--- config.mk ---
export PLATFORM = sky130hd
export DESIGN_NAME = qppAddrGen
export DESIGN_NICKNAME = d
export VERILOG_FILES = /design/src/rtl/qppPkg.sv /design/src/rtl/qppModAdd.sv /design/src/rtl/qppDatapath.sv /design/src/rtl/qppControl.sv /design/src/rtl/qppAddrGen.sv
export SDC_FILE = /design/constraint.sdc
export NUM_CORES = 1
export LEC_CHECK = 0
export BUFFER_PORTS_ARGS = -buffer_cell sky130_fd_sc_hd__buf_2
export CORE_UTILIZATION = 32
export CTS_CLUSTER_SIZE = 14
export DETAILED_ROUTE_END_ITERATION = 12
export SYNTH_ARGS = -nofsm -noshare
export SYNTH_HDL_FRONTEND = slang
export SYNTH_SLANG_ARGS = --single-unit
--- constraint.sdc ---
create_clock -name clk -period 4.56 [get_ports clk]
set_input_delay 0.912 -clock clk [delete_from_list [all_inputs] [get_ports clk]]
set_output_delay 0.912 -clock clk [all_outputs]
set_load 0.01 [all_outputs]
--- src/rtl/qppPkg.sv ---
package qppPkg;
  // Strobes from the sequencer to the arithmetic
  typedef struct packed {
    logic load;     // capture block parameters, reset recurrence
    logic advance;  // move recurrence forward one index
  } qppCtrlT;
endpackage

--- src/rtl/qppModAdd.sv ---
// (a + b) mod n for a, b < n: one add, one compare, one conditional subtract
module qppModAdd #(
  parameter int AW = 13
) (
  input  logic [AW-1:0] opA,
  input  logic [AW-1:0] opB,
  input  logic [AW-1:0] modN,
  output logic [AW-1:0] result
);
  localparam int SW = AW + 1;

  logic [SW-1:0] rawSum;
  logic          wraps;

  always_comb begin
    rawSum = {1'b0, opA} + {1'b0, opB};
    wraps  = rawSum >= {1'b0, modN};
    result = wraps ? AW'(rawSum - {1'b0, modN}) : rawSum[AW-1:0];
  end
endmodule

--- src/rtl/qppDatapath.sv ---
module qppDatapath
  import qppPkg::*;
#(
  parameter int AW = 13
) (
  input  logic          clk,
  input  logic          rstN,
  input  qppCtrlT       ctrl,
  input  logic [AW-1:0] blockLen,
  input  logic [AW-1:0] coefF1,
  input  logic [AW-1:0] coefF2,
  output logic [AW-1:0] addrOut
);
  logic [AW-1:0] nReg;     // captured modulus
  logic [AW-1:0] pReg;     // P(i)
  logic [AW-1:0] gReg;     // increment g(i) = (f1 + f2 + 2*f2*i) mod N
  logic [AW-1:0] dReg;     // second difference (2*f2) mod N
  logic [AW-1:0] gInit;
  logic [AW-1:0] dInit;
  logic [AW-1:0] pNext;
  logic [AW-1:0] gNext;

  // Load-time reductions, taken directly from the inputs
  qppModAdd #(.AW(AW)) uInitG (.opA(coefF1), .opB(coefF2), .modN(blockLen), .result(gInit));
  qppModAdd #(.AW(AW)) uInitD (.opA(coefF2), .opB(coefF2), .modN(blockLen), .result(dInit));

  // Recurrence step
  qppModAdd #(.AW(AW)) uNextP (.opA(pReg), .opB(gReg), .modN(nReg), .result(pNext));
  qppModAdd #(.AW(AW)) uNextG (.opA(gReg), .opB(dReg), .modN(nReg), .result(gNext));

  always_ff @(posedge clk or negedge rstN) begin
    if (!rstN) begin
      nReg <= '0;
      pReg <= '0;
      gReg <= '0;
      dReg <= '0;
    end else if (ctrl.load) begin
      nReg <= blockLen;
      pReg <= '0;
      gReg <= gInit;
      dReg <= dInit;
    end else if (ctrl.advance) begin
      pReg <= pNext;
      gReg <= gNext;
    end
  end

  assign addrOut = pReg;

  // a load always restarts the sequence at address zero
  a_r2_load_zero: assert property (@(posedge clk) disable iff (!rstN)
    ctrl.load |=> (pReg == '0));

  // recurrence state stays below the modulus whenever it is consumed
  a_r8_range: assert property (@(posedge clk) disable iff (!rstN)
    ctrl.advance |-> (pReg < nReg && gReg < nReg && dReg < nReg));

  // the modulus changes only on a load
  a_r9_modulus_held: assert property (@(posedge clk) disable iff (!rstN)
    !ctrl.load |=> $stable(nReg));

  // without a strobe the address holds
  a_r5_addr_hold: assert property (@(posedge clk) disable iff (!rstN)
    (!ctrl.load && !ctrl.advance) |=> $stable(pReg));
endmodule

--- src/rtl/qppControl.sv ---
module qppControl
  import qppPkg::*;
#(
  parameter int AW = 13
) (
  input  logic          clk,
  input  logic          rstN,
  input  logic          start,
  input  logic          stepEn,
  input  logic [AW-1:0] blockLen,
  output qppCtrlT       ctrl,
  output logic          addrValid,
  output logic          addrLast,
  output logic          busy
);
  typedef enum logic {ST_IDLE, ST_RUN} seqStateT;

  seqStateT      state;
  logic [AW-1:0] idx;
  logic [AW-1:0] lastIdx;
  logic          atEnd;

  always_comb begin
    ctrl.load    = (state == ST_IDLE) && start;
    ctrl.advance = (state == ST_RUN) && stepEn;
    atEnd        = (idx == lastIdx);
    addrValid    = ctrl.advance;
    addrLast     = ctrl.advance && atEnd;
    busy         = (state == ST_RUN);
  end

  always_ff @(posedge clk or negedge rstN) begin
    if (!rstN) begin
      state   <= ST_IDLE;
      idx     <= '0;
      lastIdx <= '0;
    end else begin
      case (state)
        ST_IDLE: if (start) begin
          state   <= ST_RUN;
          idx     <= '0;
          lastIdx <= blockLen - 1'b1;
        end
        ST_RUN: if (stepEn) begin
          if (atEnd) state <= ST_IDLE;
          else       idx   <= idx + 1'b1;
        end
        default: state <= ST_IDLE;
      endcase
    end
  end

  // the block ends right after its last address
  a_r6_last_idle: assert property (@(posedge clk) disable iff (!rstN)
    addrLast |=> !busy);

  // a stalled cycle keeps the index
  a_r5_stall_hold: assert property (@(posedge clk) disable iff (!rstN)
    (busy && !stepEn) |=> (busy && $stable(idx)));

  // each consumed non-final address moves the index by one
  a_r3_index_step: assert property (@(posedge clk) disable iff (!rstN)
    (addrValid && !addrLast) |=> (busy && idx == $past(idx) + 1'b1));

  // a start during a block changes neither length nor progress
  a_r7_start_ignored: assert property (@(posedge clk) disable iff (!rstN)
    (busy && start && !stepEn) |=> (busy && $stable(lastIdx) && $stable(idx)));

  // a start from idle yields a running block at index zero
  a_r2_start_run: assert property (@(posedge clk) disable iff (!rstN)
    (!busy && start) |=> (busy && idx == '0));
endmodule

--- src/rtl/qppAddrGen.sv ---
module qppAddrGen
  import qppPkg::*;
#(
  parameter int AW = 13
) (
  input  logic          clk,
  input  logic          rstN,
  input  logic          start,
  input  logic          stepEn,
  input  logic [AW-1:0] blockLen,
  input  logic [AW-1:0] coefF1,
  input  logic [AW-1:0] coefF2,
  output logic [AW-1:0] addrOut,
  output logic          addrValid,
  output logic          addrLast,
  output logic          busy
);
  qppCtrlT ctrl;

  qppControl #(.AW(AW)) uCtrl (
    .clk(clk), .rstN(rstN), .start(start), .stepEn(stepEn),
    .blockLen(blockLen), .ctrl(ctrl),
    .addrValid(addrValid), .addrLast(addrLast), .busy(busy)
  );

  qppDatapath #(.AW(AW)) uPath (
    .clk(clk), .rstN(rstN), .ctrl(ctrl),
    .blockLen(blockLen), .coefF1(coefF1), .coefF2(coefF2),
    .addrOut(addrOut)
  );

  // no valid address outside a block
  a_r1_valid_needs_busy: assert property (@(posedge clk) disable iff (!rstN)
    !busy |-> (!addrValid && !addrLast));
endmodule

==> metrics.md <==
| Metric | Value |
|---|---|
| Status | finished clean |
| Clk slew on worst S/H paths | 70 ps |
| Number of flops mapped to enable cells by yosys | 0 |
| Main synth FF type | dfrtp_1 |
| # nets final | 1193 |
| Measured slew at the worst slew-check pin | 1050 ps |
| CP endpoint kind | flop |
| Die Area | 25600 sq um |
| Synth-to-layout area growth | 15.5% |
| WL/cell | 16.1 um |
| Seq/Total Area, Yosys | 0.248 |
| # diodes | 0 |
| CTS buffer count | 9 |
| Req. time, crit path | 4770 ps |
| TritonCTS clock tree | yes |
| Max-slew violation count | 0 |
| Clk_lat worst skew | 350 ps |
| Final worst slack | 194 ps |
| Layout cell share with drive strength beyond 1 | 0.130 |
| Remaining routing DRC violations | 0 |
| Total clock sinks | 79 |
| Min-Delay Path Class | reg2reg |
| Number of global-route vias before repair | 6905 |
| CP max-delay cell | dfrtp_1 |
| Slew HR | 0.298 |
| Post-Syn Area per Cell | 8.22 sq um |
| WS Path Type | reg2reg |
| Final Setup Violations | 0 |
| Htree depth | 3 |
| Clock root buffer | clkbuf_16 |
| Row cnt | 57 |
| 1st-iter DRT viols | 454 |
| Post-synth ARST share | 1.00 |
| Final hold slack | 485 ps |
| Synth Instances | 971 |
| Detailed Route WL | 22.1 mm |
| Vias after detailed routing | 7214 |
| Routed vias/inst | 5.23 |
| Syn Nets | 1114 |
| RSZ-0062 raised after global routing | true |
| Largest net degree at the start of global routing | 80 |
| Leading area contributor after synthesis | dfrtp_1 |
| CP Cell Sequence | ha_1, inv_1, fa_1, nor2b_2, o31ai_2, buf_4, a21oi_4, buf_4, a21oi_1, xnor2_1, ha_2, nand4_1, o31ai_2, o32ai_1, o21ai_1, a31oi_2, buf_4, buf_4, buf_4, a211oi_1, o22ai_1 |
| Mapped Area | 7990 sq um |
| Top cells by area, synth | dfrtp_1 25%, ha_1 15%, xnor2_1 6.5%, o21ai_0 5.8%, nand2_1 4.3% |
| CORE AREA | 24400 sq um |
| Crit share post-route | 0.957 |
| Die Ht | 160 um |
| Critical path arrival | 4580 ps |
| Final Hold Viols | 0 |
| Netlist cell types | 70 |
| Crit Path Max Fanout | 7 |
| Startpoint types | flop |
| Top-area cell type share of the netlist area | 0.248 |
| Routability cong. | 0.877 |
| Hpwl dp | 17.6 mm |
| Io pins | 59 |
| CTS Hold Bufs | 0 |
| Crit path largest cell delay | 430 ps |
| Total gr overflow | 0 |
| Initial Util | 0.327 |
| Fill cells | 2524 |
| Layout Skew | 9.96 ps |
| Port-buffer cells | 58 |
| Minimum clock period | 4370 ps |
| Die X-Extent | 160 um |
| Fmax | 229 MHz |
| First-pass GRT wire length | 35.9 mm |
| Yosys warns | 0 |
| Worst Setup Slack post-DPL | -96.6 ps |
| MaxCap Viol Count | 0 |
| Clock Tree Buf Depth | 2 |
| Crit-path most repeated cell | buf_4 |
| Number of synthesized register bits | 79 |
| Initial antenna violation count | 0 |
| GRT Total Usage | 0.177 |
| Final Util | 0.378 |
| Routed Antenna Nets | 0 |
| Pre-antenna DRT Iters | 5 |
==> cell type report <==
cell class	count	area, sq um	area share
inverters	58	218	0.0236
multi-input cells	809	5760	0.624
well taps	324	405	0.0439
clock buffers	9	225	0.0244
clock inverters	7	75.1	0.00814
repair buffers	93	568	0.0616
flip-flops and latches	79	1980	0.214
==> logic make-up after synthesis <==
family | count (synthesis) | share of synthesized area
flip-flops | 79 | 0.248
adder cells (fa/ha/maj) | 100 | 0.163
AO/OA/AOI/OAI | 282 | 0.229
buffers and inverters | 83 | 0.0418
XOR/XNOR | 93 | 0.102
AND/OR/NAND/NOR | 306 | 0.181
multiplexers | 28 | 0.0356
==> critical path, delay by kind of cell, from the launching register on <==
family	cells	cell delay, ps
flip-flops	1	430
AO/OA/AOI/OAI	9	1500
buffers and inverters	6	780
adder cells (fa/ha/maj)	3	1020
AND/OR/NAND/NOR	2	330
XOR/XNOR	1	170
==> synth_stat cells, types with 21 or more instances <==
library cell / number
xnor2_1: 59
nand3_1: 24
o21ai_0: 92
nor2_1: 76
nor3_1: 30
xor2_1: 34
inv_1: 58
dfrtp_1: 79
ha_1: 93
a21oi_1: 54
o21a_1: 21
mux2i_1: 25
nand2_1: 91
==> path summary, 6_finish.rpt <==
| kind | startpoint | end | slack (ps) | cells past startpoint |
|---|---|---|---|---|
| setup reg to reg | uPath.gReg[0] | uPath.gReg[8] | 190 | 21 |
| min in group asynchronous | rstN | uPath.addrOut[10] | 740 | 1 |
| hold / removal | uPath.dReg[0] | uPath.dReg[0] | 480 | 2 |
| setup / recovery | uPath.gReg[0] | uPath.gReg[8] | 190 | 21 |
| hold reg to reg | uPath.dReg[0] | uPath.dReg[0] | 480 | 2 |
| max in group asynchronous | rstN | uPath.gReg[3] | 3130 | 1 |
==> through the flow <==
| step | cell area (sq um) | TNS, ps | std cells |
|---|---|---|---|
| floorplan | 7990 | 0 | 971 |
| global placement | 8820 | -61.3 | 1359 |
| detailed placement | 8820 | -96.6 | 1359 |
| CTS | 9140 | 0 | 1375 |
| global route | 9230 | -88.1 | 1379 |
| finish | 9230 | 0 | 1379 |
==> layer usage <==
metal	wire length [um]	GRT usage	vias to the layer above	share of wire
met5	0	0	-	0
met4	364	0.0502	0	0.016
met3	842	0.0247	19	0.038
met2	9840	0.285	163	0.44
met1	11100	0.245	3334	0.50
li1	-	-	3698	-
==> cells in the final DEF (no fill, tap or decap), types with 4 or more instances in the layout <==
cell	count
a211o_1	4
a211oi_1	17
a21boi_0	5
a21o_1	18
a21oi_1	53
a31oi_1	5
and2_1	5
and3_1	9
buf_2	57
buf_4	35
clkbuf_16	9
dfrtp_1	79
fa_1	7
ha_1	92
inv_1	58
mux2i_1	25
nand2_1	91
nand2b_1	6
nand3_1	24
nand4_1	14
nor2_1	76
nor2b_1	14
nor3_1	30
nor4_1	9
o21a_1	21
o21ai_0	90
o21bai_1	5
o22ai_1	7
o31ai_1	5
or2_2	5
or3_1	10
xnor2_1	59
xor2_1	34
==> state kept, by name, summed over array words and instances, names as in the netlist <==
register / flops
uCtrl.lastIdx: 13
uPath.addrOut: 13
uPath.gReg: 13
uCtrl.busy: 1
uPath.dReg: 13
uCtrl.idx: 13
uPath.nReg: 13
==> repair_timing <==
action                                  in CTS  in global routing
setup buffers                                0                  4
pin swaps                                    1                  5
endpoints found under the setup margin       3                 24
resized for setup                            4                 13
Power is not shown: default switching activity piles up to over one toggle a cycle in this logic, so the estimate is an artifact.
